`src/rtl/mbox_pkg.sv`:
```
package mbox_pkg;

    localparam int BUS_W     = 32;
    localparam int ADDR_W    = 3;
    localparam int BYTE_W    = 8;
    localparam int NCOND     = 4;
    localparam int PAYLOAD_LO = 8;

    localparam logic [ADDR_W-1:0] WORD_IRQ  = 3'd0;
    localparam logic [ADDR_W-1:0] WORD_DATA = 3'd1;
    localparam logic [ADDR_W-1:0] WORD_STAT = 3'd2;

    // bit order of a condition vector: 0 tx empty, 1 tx room, 2 rx data, 3 rx drop
    typedef struct packed {
        logic rx_drop;
        logic rx_data;
        logic tx_room;
        logic tx_empty;
    } cond_t;

    localparam cond_t COND_AT_RESET = '{rx_drop: 1'b0, rx_data: 1'b0,
                                        tx_room: 1'b1, tx_empty: 1'b1};

    typedef enum logic [1:0] {
        ACC_NONE,
        ACC_READ,
        ACC_WRITE
    } acc_kind_e;

    function automatic logic [BUS_W-1:0] place_payload(input logic [BYTE_W-1:0] b);
        logic [BUS_W-1:0] w;
        w = '0;
        w[PAYLOAD_LO +: BYTE_W] = b;
        return w;
    endfunction

    function automatic logic [BYTE_W-1:0] take_payload(input logic [BUS_W-1:0] w);
        return w[PAYLOAD_LO +: BYTE_W];
    endfunction

    function automatic logic [BUS_W-1:0] pack_irq_word(input logic [NCOND-1:0] msk,
                                                       input logic [NCOND-1:0] rq);
        logic [BUS_W-1:0] w;
        w = '0;
        w[NCOND +: NCOND] = msk;
        w[0 +: NCOND]     = rq;
        return w;
    endfunction

endpackage

```
`src/rtl/mbox_fifo.sv`:
```
module mbox_fifo #(
    parameter int W     = 8,
    parameter int DEPTH = 8
) (
    input  logic         clk,
    input  logic         rst,
    input  logic         push,
    input  logic [W-1:0] din,
    input  logic         pop,
    output logic [W-1:0] head,
    output logic         empty,
    output logic         full,
    output logic         dropped
);
    localparam int AW = (DEPTH > 1) ? $clog2(DEPTH) : 1;
    localparam int CW = $clog2(DEPTH + 1);
    localparam logic [AW-1:0] LAST = AW'(DEPTH - 1);

    logic [W-1:0]  store [DEPTH];
    logic [AW-1:0] wr_ptr, rd_ptr;
    logic [CW-1:0] level;
    logic          pop_ok, push_ok;

    assign empty   = (level == '0);
    assign full    = (level == CW'(DEPTH));
    assign pop_ok  = pop && !empty;
    assign push_ok = push && (!full || pop_ok);
    assign dropped = push && !push_ok;
    assign head    = store[rd_ptr];

    always_ff @(posedge clk) begin
        if (push_ok) begin
            store[wr_ptr] <= din;
        end
    end

    always_ff @(posedge clk) begin
        if (rst) begin
            wr_ptr <= '0;
            rd_ptr <= '0;
            level  <= '0;
        end else begin
            if (push_ok) begin
                wr_ptr <= (wr_ptr == LAST) ? '0 : wr_ptr + 1'b1;
            end
            if (pop_ok) begin
                rd_ptr <= (rd_ptr == LAST) ? '0 : rd_ptr + 1'b1;
            end
            case ({push_ok, pop_ok})
                2'b10:   level <= level + 1'b1;
                2'b01:   level <= level - 1'b1;
                default: level <= level;
            endcase
        end
    end

endmodule

```
`src/rtl/mbox_irq.sv`:
```
module mbox_irq
    import mbox_pkg::*;
(
    input  logic             clk,
    input  logic             rst,
    input  cond_t            cond,
    input  logic             wr_irq_word,
    input  logic [7:0]       wbyte,
    input  logic [NCOND-1:0] clr_from_stat,
    output logic [NCOND-1:0] req,
    output logic [NCOND-1:0] mask,
    output logic             irq
);
    logic [NCOND-1:0] cond_v, cond_prev, clr_any;

    assign cond_v  = cond;
    assign clr_any = (wr_irq_word ? wbyte[NCOND-1:0] : '0) | clr_from_stat;

    always_ff @(posedge clk) begin
        if (rst) begin
            cond_prev <= COND_AT_RESET;
            mask      <= '0;
        end else begin
            cond_prev <= cond_v;
            if (wr_irq_word) begin
                mask <= wbyte[NCOND +: NCOND];
            end
        end
    end

    for (genvar k = 0; k < NCOND; k++) begin : g_req
        always_ff @(posedge clk) begin
            if (rst) begin
                req[k] <= 1'b0;
            end else if (cond_v[k] && !cond_prev[k]) begin
                req[k] <= 1'b1;
            end else if (clr_any[k]) begin
                req[k] <= 1'b0;
            end
        end
    end

    assign irq = |(req & mask);

endmodule

```
`src/rtl/mbox_bridge.sv`:
```
module mbox_bridge
    import mbox_pkg::*;
#(
    parameter int TX_DEPTH = 8,
    parameter int RX_DEPTH = 8
) (
    input  logic              clk,
    input  logic              rst,
    input  logic              bus_sel,
    input  logic              bus_we,
    input  logic [ADDR_W-1:0] bus_addr,
    input  logic [BUS_W-1:0]  bus_wdata,
    output logic [BUS_W-1:0]  bus_rdata,
    output logic [BYTE_W-1:0] tx_byte,
    output logic              tx_valid,
    input  logic              tx_ready,
    input  logic [BYTE_W-1:0] rx_byte,
    input  logic              rx_valid,
    output logic              irq
);
    acc_kind_e        acc;
    logic             wr_irq_word, wr_data, wr_stat, rd_data;
    logic             tx_empty, tx_full, tx_drop_unused;
    logic             rx_empty, rx_full, rx_drop;
    logic [BYTE_W-1:0] rx_head;
    logic             ovf;
    logic [NCOND-1:0] req, mask, clr_stat;
    cond_t            cond;

    always_comb begin
        if (!bus_sel)    acc = ACC_NONE;
        else if (bus_we) acc = ACC_WRITE;
        else             acc = ACC_READ;
    end

    assign wr_irq_word = (acc == ACC_WRITE) && (bus_addr == WORD_IRQ);
    assign wr_data     = (acc == ACC_WRITE) && (bus_addr == WORD_DATA);
    assign wr_stat     = (acc == ACC_WRITE) && (bus_addr == WORD_STAT);
    assign rd_data     = (acc == ACC_READ)  && (bus_addr == WORD_DATA);

    mbox_fifo #(.W(BYTE_W), .DEPTH(TX_DEPTH)) u_txq (
        .clk     (clk),
        .rst     (rst),
        .push    (wr_data),
        .din     (take_payload(bus_wdata)),
        .pop     (tx_ready),
        .head    (tx_byte),
        .empty   (tx_empty),
        .full    (tx_full),
        .dropped (tx_drop_unused)
    );

    assign tx_valid = !tx_empty;

    mbox_fifo #(.W(BYTE_W), .DEPTH(RX_DEPTH)) u_rxq (
        .clk     (clk),
        .rst     (rst),
        .push    (rx_valid),
        .din     (rx_byte),
        .pop     (rd_data),
        .head    (rx_head),
        .empty   (rx_empty),
        .full    (rx_full),
        .dropped (rx_drop)
    );

    always_ff @(posedge clk) begin
        if (rst) begin
            ovf <= 1'b0;
        end else if (rx_drop) begin
            ovf <= 1'b1;
        end else if (wr_stat && bus_wdata[3]) begin
            ovf <= 1'b0;
        end
    end

    always_comb begin
        cond.tx_empty = tx_empty;
        cond.tx_room  = !tx_full;
        cond.rx_data  = !rx_empty;
        cond.rx_drop  = ovf;
    end

    assign clr_stat = wr_stat ? bus_wdata[NCOND-1:0] : '0;

    mbox_irq u_irq (
        .clk           (clk),
        .rst           (rst),
        .cond          (cond),
        .wr_irq_word   (wr_irq_word),
        .wbyte         (bus_wdata[7:0]),
        .clr_from_stat (clr_stat),
        .req           (req),
        .mask          (mask),
        .irq           (irq)
    );

    always_comb begin
        bus_rdata = '0;
        if (acc == ACC_READ) begin
            case (bus_addr)
                WORD_IRQ:  bus_rdata = pack_irq_word(mask, req);
                WORD_DATA: bus_rdata = rx_empty ? '0 : place_payload(rx_head);
                WORD_STAT: bus_rdata = {{(BUS_W-NCOND){1'b0}}, cond};
                default:   bus_rdata = '0;
            endcase
        end
    end

endmodule

```
`config.mk`:
```
export PLATFORM = sky130hd
export DESIGN_NAME = mbox_bridge
export DESIGN_NICKNAME = d
export VERILOG_FILES = /design/src/rtl/mbox_pkg.sv /design/src/rtl/mbox_fifo.sv /design/src/rtl/mbox_irq.sv /design/src/rtl/mbox_bridge.sv
export SDC_FILE = /design/constraint.sdc
export NUM_CORES = 1
export LEC_CHECK = 0
export ABC_AREA = 1
export CELL_PAD_IN_SITES_DETAIL_PLACEMENT = 0
export CELL_PAD_IN_SITES_GLOBAL_PLACEMENT = 1
export CORE_MARGIN = 4
export CORE_UTILIZATION = 45
export CTS_BUF_LIST = sky130_fd_sc_hd__clkbuf_4 sky130_fd_sc_hd__clkbuf_8 sky130_fd_sc_hd__clkbuf_16
export DETAILED_ROUTE_END_ITERATION = 8
export DONT_BUFFER_PORTS = 1
export GPL_ROUTABILITY_DRIVEN = 0
export PLACE_DENSITY_LB_ADDON = 0.1
export REMOVE_ABC_BUFFERS = 1
export SYNTH_ARGS = -nofsm -noshare
export SYNTH_HDL_FRONTEND = slang
export SYNTH_SLANG_ARGS = --single-unit
```
`constraint.sdc`:
```
create_clock -name clk -period 2.65 [get_ports clk]
set_clock_uncertainty 0.2 [all_clocks]
set_input_delay 0.3975 -clock clk [delete_from_list [all_inputs] [get_ports clk]]
set_output_delay 0.3975 -clock clk [all_outputs]
set_load 0.02 [all_outputs]
```
[Yosys cells after proc, flatten, opt, wreduce, memory -nomap -nowiden]
Memories as Yosys holds them, arrays and structs flattened. A register that Yosys moved wholly into a read port is not among the register bits.
Cells that the tools add are included.
Operators by class
  $add $sub $neg: 8
  eq/ne operators: 14
  muxes and demuxes: 31
  bitwise operators: 2
  reduce and logical (&&, ||, !) cells: 36
Operators with widths (count)
  16-bit one-hot mux with 3 select lines: 1
  16-bit two-way mux: 2
  3-bit two-way mux: 8
  4-bit one-hot mux with 2 select lines: 2
  1-bit logical AND: 14
  1-bit two-way mux: 14
  2-bit nonzero test: 7
  3-bit by 1-bit adder with 3-bit output (second input constant): 4
  3-bit == test (second input constant): 4
  1-bit zero test: 9
  4-bit by 1-bit adder with 4-bit output (second input constant): 2
  4-bit == test (second input constant): 2
  4-bit zero test: 2
  4-bit two-way mux: 2
  4-bit by 1-bit subtractor with 4-bit output (second input constant): 2
  2-bit by 1-bit == test with 1-bit output (second input constant): 3
  2-bit == test (second input constant): 3
  4-bit AND: 1
  2-bit two-way mux: 2
  4-bit OR: 1
  4-bit OR reduction: 1
  3-bit by 1-bit == test with 1-bit output (second input constant): 1
  3-bit by 2-bit == test with 1-bit output (second input constant): 1
  3-bit zero test: 1
  1-bit logical OR: 2
Word-level totals
  register bits after elaboration: 33
  bits in writable memories: 128
  input bits: 49
  memories: 2
Memory list
  u_rxq.store: depth 8, bits a word 8, rd ports 1, clocked after memory_dff 1, write ports 1, line mbox_fifo.sv:19  | logic [W-1:0] store [DEPTH];
  u_txq.store: depth 8, bits a word 8, rd ports 1, clocked after memory_dff 1, write ports 1, line mbox_fifo.sv:19

[Depth between registers and ports, before layout]
Gate-level depths: netlist of the first run.
  depth after elaboration: 10
  depth in mapped cells: 17
  gate-level depth less buffers: 16

[Cells and area by module]
A second synthesis of the first run with hierarchy kept.
Unflattened totals
  cell total of the unflattened synthesis: 663
  area total of the unflattened synthesis: 7427.1 µm²
Modules (own cells, without submodules)
  mbox_fifo: times used 2, cells each 259, area each 3244.4 µm², seq. area each 2182.1 µm²
  mbox_irq: times used 1, cells each 63, area each 521.8 µm², seq. area each 240.2 µm²
  mbox_bridge: times used 1, cells each 82, area each 416.6 µm², seq. area each 20.0 µm²

[Least setup slack after synthesis of the first run]
OpenSTA, ideal clock, no wires.
  kind: register to register
  from: register u_txq.level[0]
  to: register u_txq.level[2]
  data arrival time: 1.902 ns
  required time: 2.335 ns
  path slack: 0.433 ns
  stages on the path, launching flop included: 14
  path buffers: 0
  period minus slack after synthesis: 2.217 ns
  cells stage by stage: dfxtp_1 nor2_4 nand3_1 nand2_1 inv_1 ha_1 nand2_1 inv_1 nor2_1 ha_1 a21oi_1 xnor2_1 o21ai_0 inv_1
On the way
  longest elaborated chain between the ends: 7
RTL lines
  from (decl): line mbox_fifo.sv:21  | logic [CW-1:0] level;
  from (signal assigned): line mbox_fifo.sv:50  | 2'b10: level <= level + 1'b1;
  from (signal assigned): line mbox_fifo.sv:51  | 2'b01: level <= level - 1'b1;
  from (signal assigned): line mbox_fifo.sv:52  | default: level <= level;
  4-bit zero test *: line mbox_fifo.sv:24  | assign empty = (level == '0);
  1-bit zero test *
  via tx_valid: line mbox_bridge.sv:15  | output logic tx_valid,
  1-bit logical AND *: line mbox_fifo.sv:26  | assign pop_ok = pop && !empty;
  via u_txq.pop_ok: line mbox_fifo.sv:22  | logic pop_ok, push_ok;
  1-bit logical OR: line mbox_fifo.sv:27  | assign push_ok = push && (!full || pop_ok);
  1-bit logical AND: line mbox_fifo.sv:27
  2-bit by 1-bit == test with 1-bit output / 2-bit == test (equally long branches): line mbox_fifo.sv:49  | case ({push_ok, pop_ok})
  4-bit one-hot mux with 2 select lines / 2-bit nonzero test (equally long branches)
Mark *: on every way through the listed nets, which the timed path passes. The rest lies on a longest branch.
A chain may end at the register's enable or synchronous reset.

[Worst setup path after layout of the first run]
  from: register u_rxq.level[1]
  to: output bus_rdata[12]
On the way
  longest elaborated chain between the ends: 4
RTL lines
  from (decl): line mbox_fifo.sv:21
  from (signal assigned): line mbox_fifo.sv:50
  from (signal assigned): line mbox_fifo.sv:51
  from (signal assigned): line mbox_fifo.sv:52
  4-bit zero test: line mbox_fifo.sv:24
  16-bit two-way mux: line mbox_bridge.sv:103  | WORD_DATA: bus_rdata = rx_empty ? '0 : place_payload(rx_head);
  16-bit one-hot mux with 3 select lines: line mbox_bridge.sv:101  | case (bus_addr)
  16-bit two-way mux: line mbox_bridge.sv:100  | if (acc == ACC_READ) begin
  to (decl): line mbox_bridge.sv:13  | output logic [BUS_W-1:0] bus_rdata,
No other way between the ends.

==> results.yml, run 1 <==
outcome:
  status: "complete, no violations"
worst_setup_path:
  crit_top_cell: "inv_1"
  worstPathArrival_ns: 1.88
  cpLargestDelayFamily: "simple AND/OR/NAND/NOR gates"
  cp_slowest_cell: "dfxtp_1"
  reg2reg_depth: 13
  critical-path-max-stage-delay_ns: 0.38
  r2r_end: "u_txq.level[2]$_SDFFE_PP0P_"
  crit_buf_inv: 4
  crit_chain: "inv_1 > nand2_1 > nor3_2 > inv_1 > nand2_2 > inv_2 > buf_4 > o21ai_0 > nor2_1"
  crit_path_start: "u_rxq.level[1]$_SDFFE_PP0P_"
  r2r_slack_ns: 0.39
  critPathMaxFanout: 12
  crit_type: "reg2out"
  worst_setup_path_start_kind: "flop"
  cp.depth: 9
  critical_path_required_ns: 2.05
  endpoint: "bus_rdata[12]"
  cp-end-kind: "output port"
  worstReg2RegStart: "u_txq.level[1]$_SDFFE_PP0P_"
clock_network:
  clock_latency_ns: 0.42
  cts-root-buf: "clkbuf_16"
  cts_buffer_depth: 2
  cts_buffers: 17
  clkTransAtPathRegs_ns: 0.06
  cts_tree: "yes"
  cts_max_level: 4
  cts_num_sinks: 167
logic_synthesis:
  syn_area_per_cell_sq_um: 10.6
  synth_area_leaders: "edfxtp_1, dfxtp_1, o21ai_0"
  synth_top_area_frac: 0.539
  yosys-top-cells-count: "edfxtp_1, nor2_1, o21ai_0, nand2_1, inv_1"
  yosys.area_share.adder: 0.0246
  synth-edff-count: 128
  synth_seq_cells: 167
  synth-compound-area-share: 0.104
  yosysWarnings: 0
  ys.flop_type: "edfxtp_1"
  synth_largest_area_cell: "edfxtp_1"
  synth.most_common_cell: "edfxtp_1"
  async_flop_share: 0
  synth.distinct_cells: 33
  muxShareOfSynthArea: 0.0112
  synthSimpleGateAreaFrac: 0.146
  seq_area_frac_synth: 0.649
  postSynthCellCount: 673
  yosys.area_share.xor_xnor: 0.00615
  synth_top_family_by_area: "simple AND/OR/NAND/NOR gates"
  syn_area_sq_um: 7130
final_layout:
  fin_nets: 794
  area_delta_synth_final_pct: 16.5
  antenna_cells: 0
  final_cells: 955
  finish.utilization: 0.540
  drive_gt1_frac: 0.110
  n_fill_cell: 1322
route:
  drt_iter0_markers: 324
  via_per_inst: 5.03
  vias: 4805
  drc: 0
  wl_um: 15000
  wl_per_cell_um: 15.7
  ant_nets: 0
  firstDrtPassIters: 4
die:
  initial_core_util: 0.464
  die_w_um: 134
  io_pins: 91
  die-height_um: 134
  fp-row-count: 45
  core-area_sq_um: 15400
  die_area_sq_um: 17900
grt:
  grt_pass1_wl_um: 23700
  globalRouteTotalUtil: 0.171
  grt_pass1_vias: 4752
  grt_antenna_before_repair: 0
  overflow: 0
  grt_start_max_net_pins: 33
sta:
  tightest_slew_ns: 0.687
  slew_headroom: 0.542
  final_hold_viol_count: 0
  fin_ws_ns: 0.176
  period_needed_ns: 2.47
  clock.fmax_ghz: 0.404
  slew_viol_final: 0
  setup_tns_ns: 0
  setup_viol: 0
  period_share: 0.934
  hold_slack_ns: 0.0748
  rsz0062_at_grt: "false"
flow_run:
  max_cap_violations: 0
placed_design:
  dpl.cell_count: 893
  hpwlAfterDp_um: 9190
  port_buffers: 0
  dpl_worst_slack_ns: 0.398
power_and_ir_drop:
  ir_drop_mv: 0.449
  powerDensity_nw_per_um2: 793
  leakage_nw: 3.12
worst_hold_path:
  hp-class: "in2reg"
  holdPathStages: 3
## report_power, final
group	leakage (nW)	total [W]	switching, W	internal, W
clock	0.253	0.00220	0.00101	0.00120
combinational	1.39	0.00132	0.000891	0.000433
sequential	1.48	0.00306	0.000104	0.00295
## worst min path at each step
stage | from | endpoint | slack [ns]
finish | bus_addr[2] | u_irq.mask[2]$_SDFFE_PP0P_ | 0.07
global route | bus_addr[2] | u_irq.mask[1]$_SDFFE_PP0P_ | 0.07
CTS | bus_addr[2] | u_irq.mask[2]$_SDFFE_PP0P_ | 0.05
detailed placement | u_irq.cond_prev[2]$_SDFF_PP0_ | u_irq.req[2]$_SDFFE_PP0P_ | 0.20
global placement | u_irq.cond_prev[3]$_SDFF_PP0_ | u_irq.req[3]$_SDFFE_PP0P_ | 0.20
floorplan | u_irq.cond_prev[2]$_SDFF_PP0_ | u_irq.req[2]$_SDFFE_PP0P_ | 0.19
## state kept, by name, indices dropped and copies added (netlist names), named ones only
signal           cells
u_rxq.store         64
u_txq.store         64
u_irq.cond_prev      4
u_irq.mask           4
u_irq.req            4
u_rxq.level          4
u_txq.level          4
u_rxq.rd_ptr         3
u_rxq.wr_ptr         3
u_txq.rd_ptr         3
u_txq.wr_ptr         3
ovf                  1
## worst min-delay path: cells and delay by family
kind               cells  cell delay, ns
AOI/OAI and AO/OA      1            0.08
and+or+nand+nor        2            0.17
## kinds of logic (layout without fill, tap and decap cells)
kind of cell	count (synthesis)	in the layout
xor+xnor	5	5
mux	8	8
fa+ha+maj	14	14
simple gates	247	247
buf+inv	87	143
other cells	1	16
flops	167	167
compound gates	144	144
## cell usage in the layout, fill, tap and decap left out, drive strengths merged
master / synthesis / routed
xnor2: 4 / 4
nor2: 126 / 126
nor3b: 1 / 1
o22ai: 8 / 8
nand3: 11 / 11
mux2i: 8 / 8
o211a: 1 / 1
clkinvlp: 0 / 5
clkbuf: 12 / 17
ha: 14 / 14
nor3: 19 / 19
or2: 2 / 2
o21ai: 111 / 111
dlygate4sd3: 0 / 28
xor2: 1 / 1
nand4: 4 / 4
conb: 1 / 16
inv: 47 / 49
buf: 28 / 35
dfxtp: 39 / 39
clkinv: 0 / 9
a21oi: 23 / 23
nand2: 84 / 84
edfxtp: 128 / 128
a22oi: 1 / 1
## layer usage
| layer | routed length (um) | GRT usage | part of all wire |
|---|---|---|---|
| met5 | 0 | 0 | 0 |
| met4 | 218 | 0.0651 | 0.015 |
| met3 | 859 | 0.0424 | 0.057 |
| met2 | 7060 | 0.284 | 0.47 |
| met1 | 6890 | 0.217 | 0.46 |
## layout make-up
| cell class | count | area [sq um] | area share |
|---|---|---|---|
| Sequential cell | 167 | 4620 | 0.557 |
| Multi-Input combinational cell | 434 | 2140 | 0.258 |
| Timing Repair Buffer | 63 | 554 | 0.0668 |
| Clock buffer | 17 | 425 | 0.0512 |
| Tap cell | 211 | 264 | 0.0318 |
| Inverter | 47 | 183 | 0.0220 |
| Clock inverter | 15 | 105 | 0.0127 |
| Timing Repair inverter | 1 | 7.51 | 0.000904 |
## stage by stage
| stage | cell area (sq um) | power (W) |
|---|---|---|
| global route | 8300 | 0.00695 |
| CTS | 8270 | 0.00661 |
| detailed placement | 7460 | 0.00434 |
| global placement | 7460 | 0.00431 |
| floorplan | 6940 | 0.00401 |
| finish | 8300 | 0.00658 |
## what timing repair did
| item | CTS | global route |
|---|---|---|
| resized for setup | 0 | 7 |
| endpoints found under the setup margin | 0 | 9 |
| endpoints found under the hold margin | 145 | 0 |
| buffers inserted | 0 | 1 |
| hold buffers | 28 | 0 |
No activity file was read; power rests on OpenSTA's default activity.
==> run 2, diff against run 1 <==
- CELL_PAD_IN_SITES_DETAIL_PLACEMENT: 0 -> unset
- CELL_PAD_IN_SITES_GLOBAL_PLACEMENT: 1 -> unset
- CORE_MARGIN: 4 -> 5
==> run 2 against run 1 <==
Effect of this change: register-to-register slack gained 0.02 ns; utilization fell by 0.55 points; sequential share of layout area fell by 0.66 points; maximum frequency increased by 1.6%; non-clock buffer count is 2 lower; critical path depth increased by 1.
==> results.yml, run 2 (synthesis gave the netlist of run 1 again) <==
die:
  fp-row-count: 46
  io_pins: 91
  die-height_um: 136
  die_w_um: 136
  initial_core_util: 0.453
  core-area_sq_um: 15700
  die_area_sq_um: 18500
worst_setup_path:
  worst_setup_path_start_kind: "flop"
  crit_chain: "inv_1 > nand2_1 > nor3_2 > inv_1 > nand2_2 > inv_2 > buf_4 > o21ai_0 > nor2_1 > buf_4"
  crit_buf_inv: 5
  cp-end-kind: "output port"
  cpLargestDelayFamily: "buffers and inverters"
  r2r_end: "u_rxq.level[2]$_SDFFE_PP0P_"
  worstReg2RegStart: "u_rxq.level[3]$_SDFFE_PP0P_"
  reg2reg_depth: 13
  critical-path-max-stage-delay_ns: 0.37
  worstPathArrival_ns: 1.84
  critical_path_required_ns: 2.05
  r2r_slack_ns: 0.41
  crit_type: "reg2out"
  critPathMaxFanout: 12
  cp_slowest_cell: "dfxtp_1"
clock_network:
  cts-root-buf: "clkbuf_16"
  cts_buffers: 17
  cts_max_level: 4
  cts_tree: "yes"
  clock_latency_ns: 0.42
  cts_buffer_depth: 2
  cts_num_sinks: 167
  cts_setup_buffers: 0
  clkTransAtPathRegs_ns: 0.07
power_and_ir_drop:
  powerDensity_nw_per_um2: 837
  leakage_nw: 3.16
  ir_drop_mv: 0.467
sta:
  clock.fmax_ghz: 0.411
  setup_viol: 0
  rsz0062_at_grt: "false"
  setup_tns_ns: 0
  final_hold_viol_count: 0
  slew_viol_final: 0
  period_needed_ns: 2.43
  tightest_slew_ns: 0.674
  period_share: 0.919
  slew_headroom: 0.547
outcome:
  status: "complete, no violations"
grt:
  grt_pass1_vias: 4630
  grt_antenna_before_repair: 0
  grt_pass1_wl_um: 23300
  grt_start_max_net_pins: 33
  globalRouteTotalUtil: 0.165
  overflow: 0
worst_hold_path:
  holdPathStages: 3
  holdPathEnd: "u_txq.rd_ptr[2]$_SDFFE_PP0P_"
  hp-start: "tx_ready"
  hp-class: "in2reg"
final_layout:
  area_delta_synth_final_pct: 17.9
  mostFrequentLayoutCell: "edfxtp_1"
  reg_top3: "u_rxq.store: 64 flops, u_txq.store: 64 flops"
  layout_common_cells: "edfxtp_1, nor2_1, o21ai_0"
  antenna_cells: 0
  fin_nets: 791
  drive_gt1_frac: 0.111
  n_fill_cell: 1356
  finish.utilization: 0.535
route:
  drt_iter0_markers: 333
  ant_nets: 0
  via_per_inst: 4.95
  wl_per_cell_um: 15.1
  wl_um: 14400
  firstDrtPassIters: 4
  vias: 4740
  drc: 0
placed_design:
  hpwlAfterDp_um: 9230
  port_buffers: 0
flow_run:
  max_cap_violations: 0
[run 2: per-stage QoR]
stage / instance area [sq um] / cells / power, W / hold WS, ns / worst slack, ns
3_5_place_dp: 7490 / 899 / 0.00434 / 0.206 / 0.411
3_3_place_gp: 7490 / 899 / 0.00431 / 0.195 / 0.468
2_1_floorplan: 6940 / 648 / 0.00401 / 0.189 / 0.251
5_1_grt: 8400 / 957 / 0.00739 / 0.0843 / 0.0297
6_report: 8400 / 957 / 0.00703 / 0.0710 / 0.216
4_1_cts: 8400 / 957 / 0.00710 / 0.0623 / 0.126
[run 2: area by class of cell]
class	count	area, sq um	share of cell area
repair buffers	61	539	0.0642
clock inverters	15	224	0.0267
clock buffers	17	425	0.0506
flip-flops and latches	167	4620	0.550
inverters	47	176	0.0210
multi-input cells	434	2140	0.255
well taps	216	270	0.0322
[run 2: worst max path at each step]
stage / startpoint / end / slack (ns) / depth (start not counted)
detailed placement: u_rxq.level[3]$_SDFFE_PP0P_ / u_rxq.level[2]$_SDFFE_PP0P_ / 0.41 / 13
finish: u_rxq.level[1]$_SDFFE_PP0P_ / bus_rdata[9] / 0.22 / 10
CTS: u_rxq.level[0]$_SDFFE_PP0P_ / bus_rdata[12] / 0.13 / 9
global placement: bus_addr[1] / u_rxq.level[2]$_SDFFE_PP0P_ / 0.47 / 13
global route: u_rxq.level[0]$_SDFFE_PP0P_ / bus_rdata[8] / 0.03 / 10
floorplan: flop / tx_byte[2] / 0.25 / 5
[run 2: timing repair]
action                                  CTS  global route
hold endpoints to repair                145             0
endpoints found under the setup margin    0             2
resized for setup                         0             2
hold buffers                             26             0
[run 2: routing by layer]
layer | up-vias | part of all wire | GRT usage | routed length [um]
li1 | 2401 | - | - | -
met1 | 2200 | 0.46 | 0.216 | 6610
met2 | 116 | 0.47 | 0.265 | 6760
met3 | 23 | 0.057 | 0.0444 | 820
met4 | 0 | 0.017 | 0.0577 | 248
met5 | - | 0 | 0 | 0
[run 2: report_power, final]
| group | internal (W) | switching, W | leakage (nW) |
|---|---|---|---|
| Sequential | 0.00295 | 0.0000904 | 1.48 |
| Combinational | 0.000435 | 0.000860 | 1.38 |
| Clock | 0.00168 | 0.00102 | 0.306 |
| Total | 0.00507 | 0.00197 | 3.16 |
[run 2: worst min-delay path, cell delays in order]
cell     delay, ns
nand2_1       0.08
o21ai_0       0.08
nor2_1        0.10
==> run 3, diff against run 2 <==
--- a/config.mk
+++ b/config.mk
@@ -10,4 +10,5 @@
 export CORE_UTILIZATION = 45
 export CTS_BUF_LIST = sky130_fd_sc_hd__clkbuf_4 sky130_fd_sc_hd__clkbuf_8 sky130_fd_sc_hd__clkbuf_16
+export CTS_CLUSTER_DIAMETER = 80
 export DETAILED_ROUTE_END_ITERATION = 8
 export DONT_BUFFER_PORTS = 1
==> constraint.sdc (replaced) <==
create_clock -name clk -period 2.65 [get_ports clk]
set_clock_uncertainty 0.2 [all_clocks]
set_input_delay 0.53 -clock clk [delete_from_list [all_inputs] [get_ports clk]]
set_output_delay 0.53 -clock clk [all_outputs]
set_load 0.02 [all_outputs]
==> run 3 against run 2 <==
Effect of this change: first-iteration DRC count decreased by 9.9%; sequential share of layout area increased by 0.70 points; cell count decreased by 0.10%; clock power decreased by 14%; global-route usage increased by 0.94 points; highest routed layer unchanged; maximum frequency decreased by 4.0%.
==> results.yml, run 3 (synthesis gave the netlist of run 1 again) <==
worst_setup_path:
  worstReg2RegStart: "u_txq.level[1]$_SDFFE_PP0P_"
  crit_type: "reg2out"
  r2r_slack_ns: 0.36
  cpLargestDelayFamily: "buffers and inverters"
  worstPathArrival_ns: 1.81
  crit_top_cell: "o21ai_0"
  cp.depth: 7
  crit_chain: "inv_2 > buf_12 > o21ai_0 > o21ai_0 > o21ai_0 > nor2_1 > buf_4"
  worst_setup_path_start_kind: "flop"
  endpoint: "bus_rdata[14]"
  critical-path-max-stage-delay_ns: 0.37
  r2r_end: "u_txq.level[2]$_SDFFE_PP0P_"
  crit_buf_inv: 3
  reg2reg_depth: 13
  cp-end-kind: "output port"
  cp_slowest_cell: "dfxtp_1"
  critPathMaxFanout: 20
  critical_path_required_ns: 1.92
power_and_ir_drop:
  ir_drop_mv: 0.466
  powerDensity_nw_per_um2: 805
  p_clk_frac: 0.347
  pwr-share-seq: 0.456
  p_sw_w: 0.00198
  combPwrFrac: 0.197
  finalPower_w: 0.00669
  leakage_nw: 3.13
  netSwitchingFraction: 0.297
  intPower_w: 0.00470
flow_run:
  max_cap_violations: 0
sta:
  setup_tns_ns: 0
  slew_viol_final: 0
  period_share: 0.957
  setup_viol: 0
  period_needed_ns: 2.54
  clock.fmax_ghz: 0.394
  rsz0062_at_grt: "false"
  tightest_slew_ns: 0.679
  slew_headroom: 0.547
  final_hold_viol_count: 0
worst_hold_path:
  hp-class: "in2reg"
clock_network:
  clkTransAtPathRegs_ns: 0.06
  clock_latency_ns: 0.42
  cts_tree: "yes"
  cts_buffers: 17
  cts-root-buf: "clkbuf_16"
  cts_num_sinks: 167
  cts_max_level: 4
  cts_buffer_depth: 2
route:
  drc: 0
  wl_um: 14900
  firstDrtPassIters: 6
  wl_per_cell_um: 15.6
  via_per_inst: 4.98
  drt_iter0_markers: 300
  ant_nets: 0
  vias: 4764
grt:
  grt_pass1_vias: 4856
  grt_antenna_before_repair: 0
  grt_start_max_net_pins: 33
  overflow: 0
  globalRouteTotalUtil: 0.174
  grt_pass1_wl_um: 24600
die:
  io_pins: 91
  fp-row-count: 46
  die_area_sq_um: 18500
  die-height_um: 136
  initial_core_util: 0.453
  die_w_um: 136
  core-area_sq_um: 15700
outcome:
  status: "complete, no violations"
final_layout:
  area_delta_synth_final_pct: 16.5
  mostFrequentLayoutCell: "edfxtp_1"
  layout_common_cells: "edfxtp_1, nor2_1, o21ai_0"
  fin_nets: 790
  antenna_cells: 0
  n_fill_cell: 1400
  fin_area_sq_um: 8300
  drive_gt1_frac: 0.128
  reg_top3: "u_rxq.store: 64 flops, u_txq.store: 64 flops"
placed_design:
  port_buffers: 0
  hpwlAfterDp_um: 9500
  dpl_cell_area_sq_um: 7540
-- run 3: cell types whose count changed in the layout (fill, tap and decap cells not counted), moves of 2 or more --
cell / before / now
dfxtp_1: 39 / 37
inv_6: 4 / 1
clkinv_4: 1 / 6
dlygate4sd3_1: 26 / 17
clkinv_2: 0 / 3
dfxtp_2: 0 / 2
o21ai_0: 105 / 103
buf_4: 33 / 40
clkinv_1: 2 / 0
bufinv_16: 5 / 1
-- run 3: timing repair --
item | in CTS | in global routing
buffers inserted | 0 | 1
endpoints found under the hold margin | 134 | 0
setup endpoints to repair | 0 | 15
gates resized for setup | 0 | 10
hold buffers | 17 | 0
-- run 3: cell type report --
| type | instances | area, sq um | area share |
|---|---|---|---|
| clock inverters | 14 | 129 | 0.0155 |
| multi-input cells | 434 | 2140 | 0.258 |
| well taps | 216 | 270 | 0.0326 |
| repair buffers | 60 | 522 | 0.0629 |
| flip-flops and latches | 167 | 4630 | 0.557 |
| clock buffers | 18 | 433 | 0.0522 |
| inverters | 47 | 176 | 0.0213 |
-- run 3: worst min-delay path by stage --
| stage | from | endpoint | slack [ns] | cells after the start |
|---|---|---|---|---|
| floorplan | u_irq.cond_prev[2]$_SDFF_PP0_ | u_irq.req[2]$_SDFFE_PP0P_ | 0.19 | 1 |
| global placement | u_irq.cond_prev[3]$_SDFF_PP0_ | u_irq.req[3]$_SDFFE_PP0P_ | 0.20 | 1 |
| detailed placement | u_irq.cond_prev[2]$_SDFF_PP0_ | u_irq.req[2]$_SDFFE_PP0P_ | 0.21 | 1 |
| CTS | rst | u_txq.level[3]$_SDFFE_PP0P_ | 0.03 | 3 |
| global route | rst | u_rxq.level[3]$_SDFFE_PP0P_ | 0.04 | 3 |
| finish | rst | u_txq.level[3]$_SDFFE_PP0P_ | 0.05 | 3 |
-- run 3: through the flow --
step            util  setup WS [ns]  hold slack, ns  std cells
2_1_floorplan      -          0.118           0.189        648
3_3_place_gp   0.480          0.298           0.196        906
3_5_place_dp   0.480          0.282           0.209        906
4_1_cts        0.526         0.0274          0.0263        955
5_1_grt        0.528        0.00862          0.0358        956
6_report       0.528          0.114          0.0532        956
-- run 3: worst register-to-register path: cells and delay by family, from the launching register on --
| kind | cells | cell delay [ns] |
|---|---|---|
| buffers and inverters | 3 | 0.29 |
| AND/OR/NAND/NOR | 5 | 0.41 |
| flip-flops | 1 | 0.45 |
| AO/OA/AOI/OAI | 2 | 0.31 |
| XOR/XNOR | 1 | 0.09 |
| adder cells (fa/ha/maj) | 2 | 0.44 |
-- run 3: routing by layer --
layer  global-route usage  wire length, um  up-vias
met4               0.0644              208        0
li1                     -                -     2397
met5                    0                0        -
met3               0.0377              726       17
met1                0.225             6770     2227
met2                0.289             7240      123
-- run 3: power by group through the flow --
stage | clock network [W] | logic, W | registers (W)
detailed placement | 0 | 0.00126 | 0.00310
global placement | 0 | 0.00123 | 0.00309
global route | 0.00249 | 0.00152 | 0.00306
CTS | 0.00238 | 0.00131 | 0.00304
floorplan | 0 | 0.000855 | 0.00315
finish | 0.00232 | 0.00132 | 0.00305
